File: src/rtl/sms_pkg.sv
package sms_pkg;
  typedef enum logic [2:0] {ST_IDLE, ST_RX, ST_ACK, ST_TX, ST_MACK} engState_t;
  typedef enum logic [1:0] {K_CTRL, K_AHI, K_ALO, K_DATA} byteKind_t;

  // Strobes from control to datapath
  typedef struct packed {
    logic shiftIn;
    logic shiftOut;
    logic loadTx;
    logic latchHi;
    logic loadPtr;
    logic incRead;
    logic wrByte;
    logic fetch;
    logic commit;
    logic driveAck;
    logic driveTx;
  } dpCtl_t;
endpackage

File: src/rtl/sms_bus_sampler.sv
module sms_bus_sampler #(
  parameter int SYNC_STAGES = 2
) (
  input  logic clk,
  input  logic rstN,
  input  logic sclIn,
  input  logic sdaIn,
  output logic sclS,
  output logic sdaS,
  output logic sclRise,
  output logic sclFall,
  output logic startDet,
  output logic stopDet
);
  logic [SYNC_STAGES-1:0] sclPipe;
  logic [SYNC_STAGES-1:0] sdaPipe;
  logic sclPrev;
  logic sdaPrev;

  generate
    if (SYNC_STAGES == 1) begin : g_single
      always_ff @(posedge clk or negedge rstN) begin
        if (!rstN) begin
          sclPipe <= '1;
          sdaPipe <= '1;
        end else begin
          sclPipe <= sclIn;
          sdaPipe <= sdaIn;
        end
      end
    end else begin : g_chain
      always_ff @(posedge clk or negedge rstN) begin
        if (!rstN) begin
          sclPipe <= '1;
          sdaPipe <= '1;
        end else begin
          sclPipe <= {sclPipe[SYNC_STAGES-2:0], sclIn};
          sdaPipe <= {sdaPipe[SYNC_STAGES-2:0], sdaIn};
        end
      end
    end
  endgenerate

  assign sclS = sclPipe[SYNC_STAGES-1];
  assign sdaS = sdaPipe[SYNC_STAGES-1];

  always_ff @(posedge clk or negedge rstN) begin
    if (!rstN) begin
      sclPrev <= 1'b1;
      sdaPrev <= 1'b1;
    end else begin
      sclPrev <= sclS;
      sdaPrev <= sdaS;
    end
  end

  assign sclRise  = sclS & ~sclPrev;
  assign sclFall  = ~sclS & sclPrev;
  assign startDet = sclS & sclPrev & sdaPrev & ~sdaS;
  assign stopDet  = sclS & sclPrev & ~sdaPrev & sdaS;
endmodule

File: src/rtl/sms_ctrl.sv
module sms_ctrl
  import sms_pkg::*;
#(
  parameter logic [3:0] DEV_CODE = 4'b1010
) (
  input  logic       clk,
  input  logic       rstN,
  input  logic       sdaS,
  input  logic       sclRise,
  input  logic       sclFall,
  input  logic       startDet,
  input  logic       stopDet,
  input  logic       busy,
  input  logic [2:0] selPins,
  input  logic [7:0] rxByte,
  output dpCtl_t     ctl
);
  localparam logic [3:0] BITS_PER_BYTE = 4'd8;

  engState_t state;
  byteKind_t kind;
  logic [3:0] bitCnt;
  logic rdMode;
  logic masterAck;
  logic wrote;
  logic devMatch;
  logic byteEnd;

  assign devMatch = (rxByte[7:4] == DEV_CODE) && (rxByte[3:1] == selPins);
  assign byteEnd  = sclFall && (bitCnt == BITS_PER_BYTE);

  always_comb begin
    ctl = '0;
    ctl.driveAck = (state == ST_ACK);
    ctl.driveTx  = (state == ST_TX);
    ctl.commit   = stopDet & wrote;
    if (!startDet && !stopDet) begin
      case (state)
        ST_RX: begin
          ctl.shiftIn = sclRise && (bitCnt < BITS_PER_BYTE);
          if (byteEnd && !busy) begin
            case (kind)
              K_CTRL: ctl.fetch   = devMatch & rxByte[0];
              K_AHI:  ctl.latchHi = 1'b1;
              K_ALO:  ctl.loadPtr = 1'b1;
              K_DATA: ctl.wrByte  = 1'b1;
              default: ;
            endcase
          end
        end
        ST_ACK:  ctl.loadTx = sclFall && (kind == K_CTRL) && rdMode;
        ST_TX: begin
          ctl.incRead  = byteEnd;
          ctl.shiftOut = sclFall && !byteEnd;
        end
        ST_MACK: ctl.loadTx = sclFall && masterAck;
        default: ;
      endcase
    end
  end

  always_ff @(posedge clk or negedge rstN) begin
    if (!rstN) begin
      state     <= ST_IDLE;
      kind      <= K_CTRL;
      bitCnt    <= '0;
      rdMode    <= 1'b0;
      masterAck <= 1'b0;
      wrote     <= 1'b0;
    end else if (startDet) begin
      state  <= ST_RX;
      kind   <= K_CTRL;
      bitCnt <= '0;
      wrote  <= 1'b0;
    end else if (stopDet) begin
      state <= ST_IDLE;
      wrote <= 1'b0;
    end else begin
      case (state)
        ST_RX: begin
          if (sclRise && (bitCnt < BITS_PER_BYTE)) bitCnt <= bitCnt + 4'd1;
          if (byteEnd) begin
            if (busy) begin
              state <= ST_IDLE;
            end else if (kind == K_CTRL) begin
              if (devMatch) begin
                state  <= ST_ACK;
                rdMode <= rxByte[0];
              end else begin
                state <= ST_IDLE;
              end
            end else begin
              state <= ST_ACK;
              if (kind == K_DATA) wrote <= 1'b1;
            end
          end
        end
        ST_ACK: begin
          if (sclFall) begin
            bitCnt <= '0;
            if ((kind == K_CTRL) && rdMode) begin
              state <= ST_TX;
            end else begin
              state <= ST_RX;
              case (kind)
                K_CTRL:  kind <= K_AHI;
                K_AHI:   kind <= K_ALO;
                default: kind <= K_DATA;
              endcase
            end
          end
        end
        ST_TX: begin
          if (sclRise) bitCnt <= bitCnt + 4'd1;
          if (byteEnd) state <= ST_MACK;
        end
        ST_MACK: begin
          if (sclRise) masterAck <= ~sdaS;
          if (sclFall) begin
            bitCnt <= '0;
            state  <= masterAck ? ST_TX : ST_IDLE;
          end
        end
        default: state <= ST_IDLE;
      endcase
    end
  end
endmodule

File: src/rtl/sms_datapath.sv
module sms_datapath
  import sms_pkg::*;
#(
  parameter int ADDR_W = 13,
  parameter int PAGE_W = 5
) (
  input  logic              clk,
  input  logic              rstN,
  input  logic              sdaS,
  input  dpCtl_t            ctl,
  input  logic [7:0]        memRdData,
  output logic [7:0]        rxByte,
  output logic              sdaOe,
  output logic              memRdEn,
  output logic [ADDR_W-1:0] memAddr,
  output logic              wrStrobe,
  output logic [ADDR_W-1:0] wrAddr,
  output logic [7:0]        wrData,
  output logic              wrCommit
);
  localparam int HI_BITS = ADDR_W - 8;
  localparam logic [ADDR_W-1:0] PTR_ONE = 1;
  localparam logic [PAGE_W-1:0] PAGE_ONE = 1;

  logic [7:0]         rxShift;
  logic [7:0]         txShift;
  logic [7:0]         rdBuf;
  logic [HI_BITS-1:0] hiBits;
  logic [ADDR_W-1:0]  ptr;
  logic               fetchPend;
  logic               rdValid;

  assign rxByte  = rxShift;
  assign memRdEn = ctl.fetch | fetchPend;
  assign memAddr = ptr;
  assign sdaOe   = ctl.driveAck | (ctl.driveTx & ~txShift[7]);

  always_ff @(posedge clk or negedge rstN) begin
    if (!rstN) begin
      rxShift   <= '0;
      txShift   <= '1;
      rdBuf     <= '0;
      hiBits    <= '0;
      ptr       <= '0;
      fetchPend <= 1'b0;
      rdValid   <= 1'b0;
      wrStrobe  <= 1'b0;
      wrAddr    <= '0;
      wrData    <= '0;
      wrCommit  <= 1'b0;
    end else begin
      fetchPend <= ctl.incRead;
      rdValid   <= memRdEn;
      wrStrobe  <= ctl.wrByte;
      wrCommit  <= ctl.commit;
      if (ctl.shiftIn) rxShift <= {rxShift[6:0], sdaS};
      if (ctl.latchHi) hiBits <= rxShift[HI_BITS-1:0];
      if (rdValid) rdBuf <= memRdData;
      if (ctl.loadTx) txShift <= rdBuf;
      else if (ctl.shiftOut) txShift <= {txShift[6:0], 1'b1};
      if (ctl.loadPtr) begin
        ptr <= {hiBits, rxShift};
      end else if (ctl.incRead) begin
        ptr <= ptr + PTR_ONE;
      end else if (ctl.wrByte) begin
        wrAddr <= ptr;
        wrData <= rxShift;
        ptr    <= {ptr[ADDR_W-1:PAGE_W], ptr[PAGE_W-1:0] + PAGE_ONE};
      end
    end
  end
endmodule

File: src/rtl/serial_mem_slave.sv
module serial_mem_slave
  import sms_pkg::*;
#(
  parameter int         ADDR_W      = 13,
  parameter int         PAGE_W      = 5,
  parameter int         SYNC_STAGES = 2,
  parameter logic [3:0] DEV_CODE    = 4'b1010
) (
  input  logic              clk,
  input  logic              rstN,
  input  logic              sclIn,
  input  logic              sdaIn,
  output logic              sdaOe,
  input  logic [2:0]        selPins,
  input  logic              busy,
  output logic              memRdEn,
  output logic [ADDR_W-1:0] memAddr,
  input  logic [7:0]        memRdData,
  output logic              wrStrobe,
  output logic [ADDR_W-1:0] wrAddr,
  output logic [7:0]        wrData,
  output logic              wrCommit
);
  logic sclS, sdaS, sclRise, sclFall, startDet, stopDet;
  logic [7:0] rxByte;
  logic ackOn;
  dpCtl_t dpCtl;

  assign ackOn = dpCtl.driveAck;

  sms_bus_sampler #(.SYNC_STAGES(SYNC_STAGES)) u_sampler (
    .clk(clk), .rstN(rstN), .sclIn(sclIn), .sdaIn(sdaIn),
    .sclS(sclS), .sdaS(sdaS), .sclRise(sclRise), .sclFall(sclFall),
    .startDet(startDet), .stopDet(stopDet)
  );

  sms_ctrl #(.DEV_CODE(DEV_CODE)) u_ctrl (
    .clk(clk), .rstN(rstN), .sdaS(sdaS), .sclRise(sclRise), .sclFall(sclFall),
    .startDet(startDet), .stopDet(stopDet), .busy(busy), .selPins(selPins),
    .rxByte(rxByte), .ctl(dpCtl)
  );

  sms_datapath #(.ADDR_W(ADDR_W), .PAGE_W(PAGE_W)) u_datapath (
    .clk(clk), .rstN(rstN), .sdaS(sdaS), .ctl(dpCtl), .memRdData(memRdData),
    .rxByte(rxByte), .sdaOe(sdaOe), .memRdEn(memRdEn), .memAddr(memAddr),
    .wrStrobe(wrStrobe), .wrAddr(wrAddr), .wrData(wrData), .wrCommit(wrCommit)
  );
endmodule

File: config.mk
export PLATFORM = sky130hd
export DESIGN_NAME = serial_mem_slave
export DESIGN_NICKNAME = d
export VERILOG_FILES = /design/src/rtl/sms_pkg.sv /design/src/rtl/sms_bus_sampler.sv /design/src/rtl/sms_ctrl.sv /design/src/rtl/sms_datapath.sv /design/src/rtl/serial_mem_slave.sv
export SDC_FILE = /design/constraint.sdc
export NUM_CORES = 1
export LEC_CHECK = 0
export BUFFER_PORTS_ARGS = -buffer_cell sky130_fd_sc_hd__buf_2
export CORE_ASPECT_RATIO = 0.75
export CORE_MARGIN = 2
export CORE_UTILIZATION = 47
export CTS_BUF_LIST = sky130_fd_sc_hd__clkbuf_2
export DETAILED_ROUTE_END_ITERATION = 8
export PLACE_DENSITY_LB_ADDON = 0.08
export SLEW_MARGIN = 20
export SYNTH_ARGS = -nofsm -noshare
export SYNTH_HDL_FRONTEND = slang
export SYNTH_SLANG_ARGS = --single-unit
File: constraint.sdc
create_clock -name clk -period 3 [get_ports clk]
set_input_delay 0.6 -clock clk [delete_from_list [all_inputs] [get_ports clk]]
set_output_delay 0.6 -clock clk [all_outputs]
set_load 0.01 [all_outputs]
==> flow_summary.json <==
{
  "utilization": 0.556,
  "fp.dieW_um": 108,
  "min_path_type": "input pin to flip-flop",
  "synth_edf_count": 0,
  "final_nets": 418,
  "dr.pass1.iters": 4,
  "final_common_cell": "dfrtp_1",
  "max_freq_mhz": 344,
  "routed_wl_um": 7840,
  "outcome": "complete, no violations",
  "root_buffer": "clkbuf_2",
  "rsz0062_at_grt": "false",
  "setup_violations": 0,
  "cts.sinks": 85,
  "synth-seq-area-share": 0.563,
  "antenna_found_initial": 0,
  "wire_per_inst_um": 15.4,
  "min_period_ns": 2.91,
  "dr_total_vias": 2787,
  "hold_ws_ns": 0.129,
  "critPathKind": "flip-flop to output port",
  "area_growth_pct": 15.0,
  "fin_setup_tns_ns": 0,
  "ys_seq_elements": 85,
  "ys_warn_count": 0,
  "ir_drop_mv": 0.261,
  "synth_top_area_share": 0.466,
  "grt_use_met3": 0.0524,
  "fin_crit_sh": 0.970,
  "finalPower_mw": 2.21,
  "clkLatencyLatePin_ns": 0.54,
  "layout_common_cells": "dfrtp_1, buf_2, mux2_2, nand2_1, nor2_1",
  "fin_ws_ns": 0.0894,
  "grt.busiest_layer": "met1",
  "slew_viol_final": 0,
  "cts-buffers-inserted": 9,
  "ys_async_sr_fraction": 1.00,
  "cp.arrival_ns": 2.31,
  "io_buffer_count": 53,
  "worst_pin_slew_ns": 0.606,
  "worstSetupStartpointType": "flip-flop",
  "grt_pass1_wl_um": 13200,
  "drive_above_1_share": 0.354,
  "grt_overflow": 0,
  "synthesis.nets": 353,
  "drc": 0,
  "synth.distinct_cells": 47,
  "end_kind": "output port",
  "pwr_density_cell_mw_per_mm2": 504,
  "start_util": 0.484,
  "syn_inst": 334,
  "leakagePower_nw": 2.12,
  "path_clk_slew_ns": 0.22,
  "dr.first_iter.drc_count": 115,
  "grt_max_degree": 47,
  "place_hpwl_um": 5480,
  "dieArea_mm2": 0.00886,
  "hold_violations": 0,
  "relSlewSlack": 0.591,
  "fin_skew_ns": 0.0386,
  "yosysTopAreaCell": "dfrtp_1",
  "place_ws_ns": 0.444,
  "ant_nets": 0,
  "path_max_fanout": 9,
  "synth_ff_type": "dfrtp_1",
  "syn_area_mm2": 0.00381,
  "core-area_mm2": 0.00788,
  "cap_viol_max_count": 0,
  "num_rows": 28,
  "rrSetupSlack_ns": 0.76,
  "grt.met1_usage": 0.307,
  "yosys-top-cells-area": "dfrtp_1, mux2_2, dfstp_2",
  "htreeDepth": 3,
  "use_met2": 0.267,
  "grt_pass1_vias": 2514,
  "cts_tree": "yes",
  "synth.avg_cell_area_um2": 11.4,
  "clock_path_buffers": 2,
  "avgViaCountPerCell": 5.48,
  "grt_usage": 0.196,
  "fp.dieH_um": 82.0,
  "crit_required_ns": 2.40,
  "antenna_cells": 0,
  "gp_congestion": 0.803,
  "io_pins": 54
}
[critical path: stages, from the launching register on]
cell      delay [ns]
dfrtp_1         0.56
nor4b_1         0.56
nand4_1         0.25
o21bai_1        0.25
buf_2           0.17
[cells in the mapped netlist, types with 2 or more instances]
cell type,number
nor4_4,2
o22ai_1,4
xor2_1,7
nand3b_1,2
dfstp_2,14
nand4b_1,3
and3_1,4
a211oi_1,2
nand2_1,35
nand4bb_1,2
o21ai_1,2
mux2_2,41
inv_1,10
o21ai_0,20
nor4_1,3
buf_6,2
nand4_1,4
dfrtp_1,71
a21oi_1,14
nor2_1,22
ha_1,3
nor2b_1,5
a221o_1,3
or3_1,4
o211ai_1,2
xnor2_1,2
a31oi_1,3
a22o_1,2
clkbuf_1,6
mux2i_1,2
nor3_1,3
buf_2,2
nand2b_1,6
nand3_1,14
[path summary, 6_finish.rpt]
path	startpoint	end	depth (start not counted)
worst max-delay path	u_ctrl.state[0]$_DFFE_PN0P_	memRdEn	4
max in group asynchronous	rstN	u_sampler.sdaPrev$_DFF_PN1_	3
worst min register to register	u_sampler.sdaPipe[0]$_DFF_PN1_	u_sampler.sdaPipe[1]$_DFF_PN1_	0
worst max register to register	u_sampler.sclPipe[1]$_DFF_PN1_	u_datapath.memAddr[1]$_DFFE_PN0P_	6
worst min-delay path	sdaIn	u_sampler.sdaPipe[0]$_DFF_PN1_	1
min in group asynchronous	rstN	u_datapath.wrData[3]$_DFFE_PN0P_	2
[power by group]
part           switching (mW)  internal, mW  leakage (nW)
Sequential              0.120          1.26          1.08
Combinational           0.121         0.123         0.973
Clock                   0.390         0.200        0.0686
[per-stage QoR]
step,cell area [um2],cells
floorplan,3810,334
global placement,4210,488
detailed placement,4210,488
CTS,4340,505
global route,4390,509
finish,4390,509
[cell type report]
| class | instances | area [um2] |
|---|---|---|
| Clock buffer | 11 | 55.1 |
| Clock inverter | 5 | 58.8 |
| Fill cell | 717 | 3500 |
| Inverter | 11 | 41.3 |
| Multi-Input combinational cell | 227 | 1580 |
| Sequential cell | 85 | 2150 |
| Tap cell | 105 | 131 |
| Timing Repair Buffer | 65 | 373 |
[cells by family after synthesis]
family / after synthesis / synth area share
AOI/OAI and AO/OA: 58 / 0.0922
xor gates and xnor gates: 9 / 0.0207
DFF: 85 / 0.563
buffers and inverters: 22 / 0.0272
adders and majority gates: 3 / 0.00985
muxes: 43 / 0.126
and+or+nand+nor: 114 / 0.161
[state kept, by name (all words and copies together) (netlist names), 2 cells and up]
register and count:
u_ctrl.bitCnt 4, u_ctrl.kind 2, u_ctrl.state 3, u_datapath.hiBits 5
u_datapath.memAddr 13, u_datapath.rdBuf 8, u_datapath.rxByte 8, u_datapath.txShift 8
u_datapath.wrAddr 13, u_datapath.wrData 8, u_sampler.sclPipe 2, u_sampler.sdaPipe 2
[what timing repair did]
item	in CTS	in global routing
resized for setup	1	3
buffers inserted	0	4
hold buffers	1	0
hold endpoints to repair	25	0
endpoints found under the setup margin	1	1
pin swaps	0	2
[metal layers]
| layer | routed length (um) | vias to the layer above |
|---|---|---|
| li1 | - | 1330 |
| met2 | 3290 | 79 |
| met1 | 4040 | 1372 |
| met3 | 438 | 6 |
| met4 | 70 | 0 |
| met5 | 0 | - |
(Power assumes the default switching activity.)
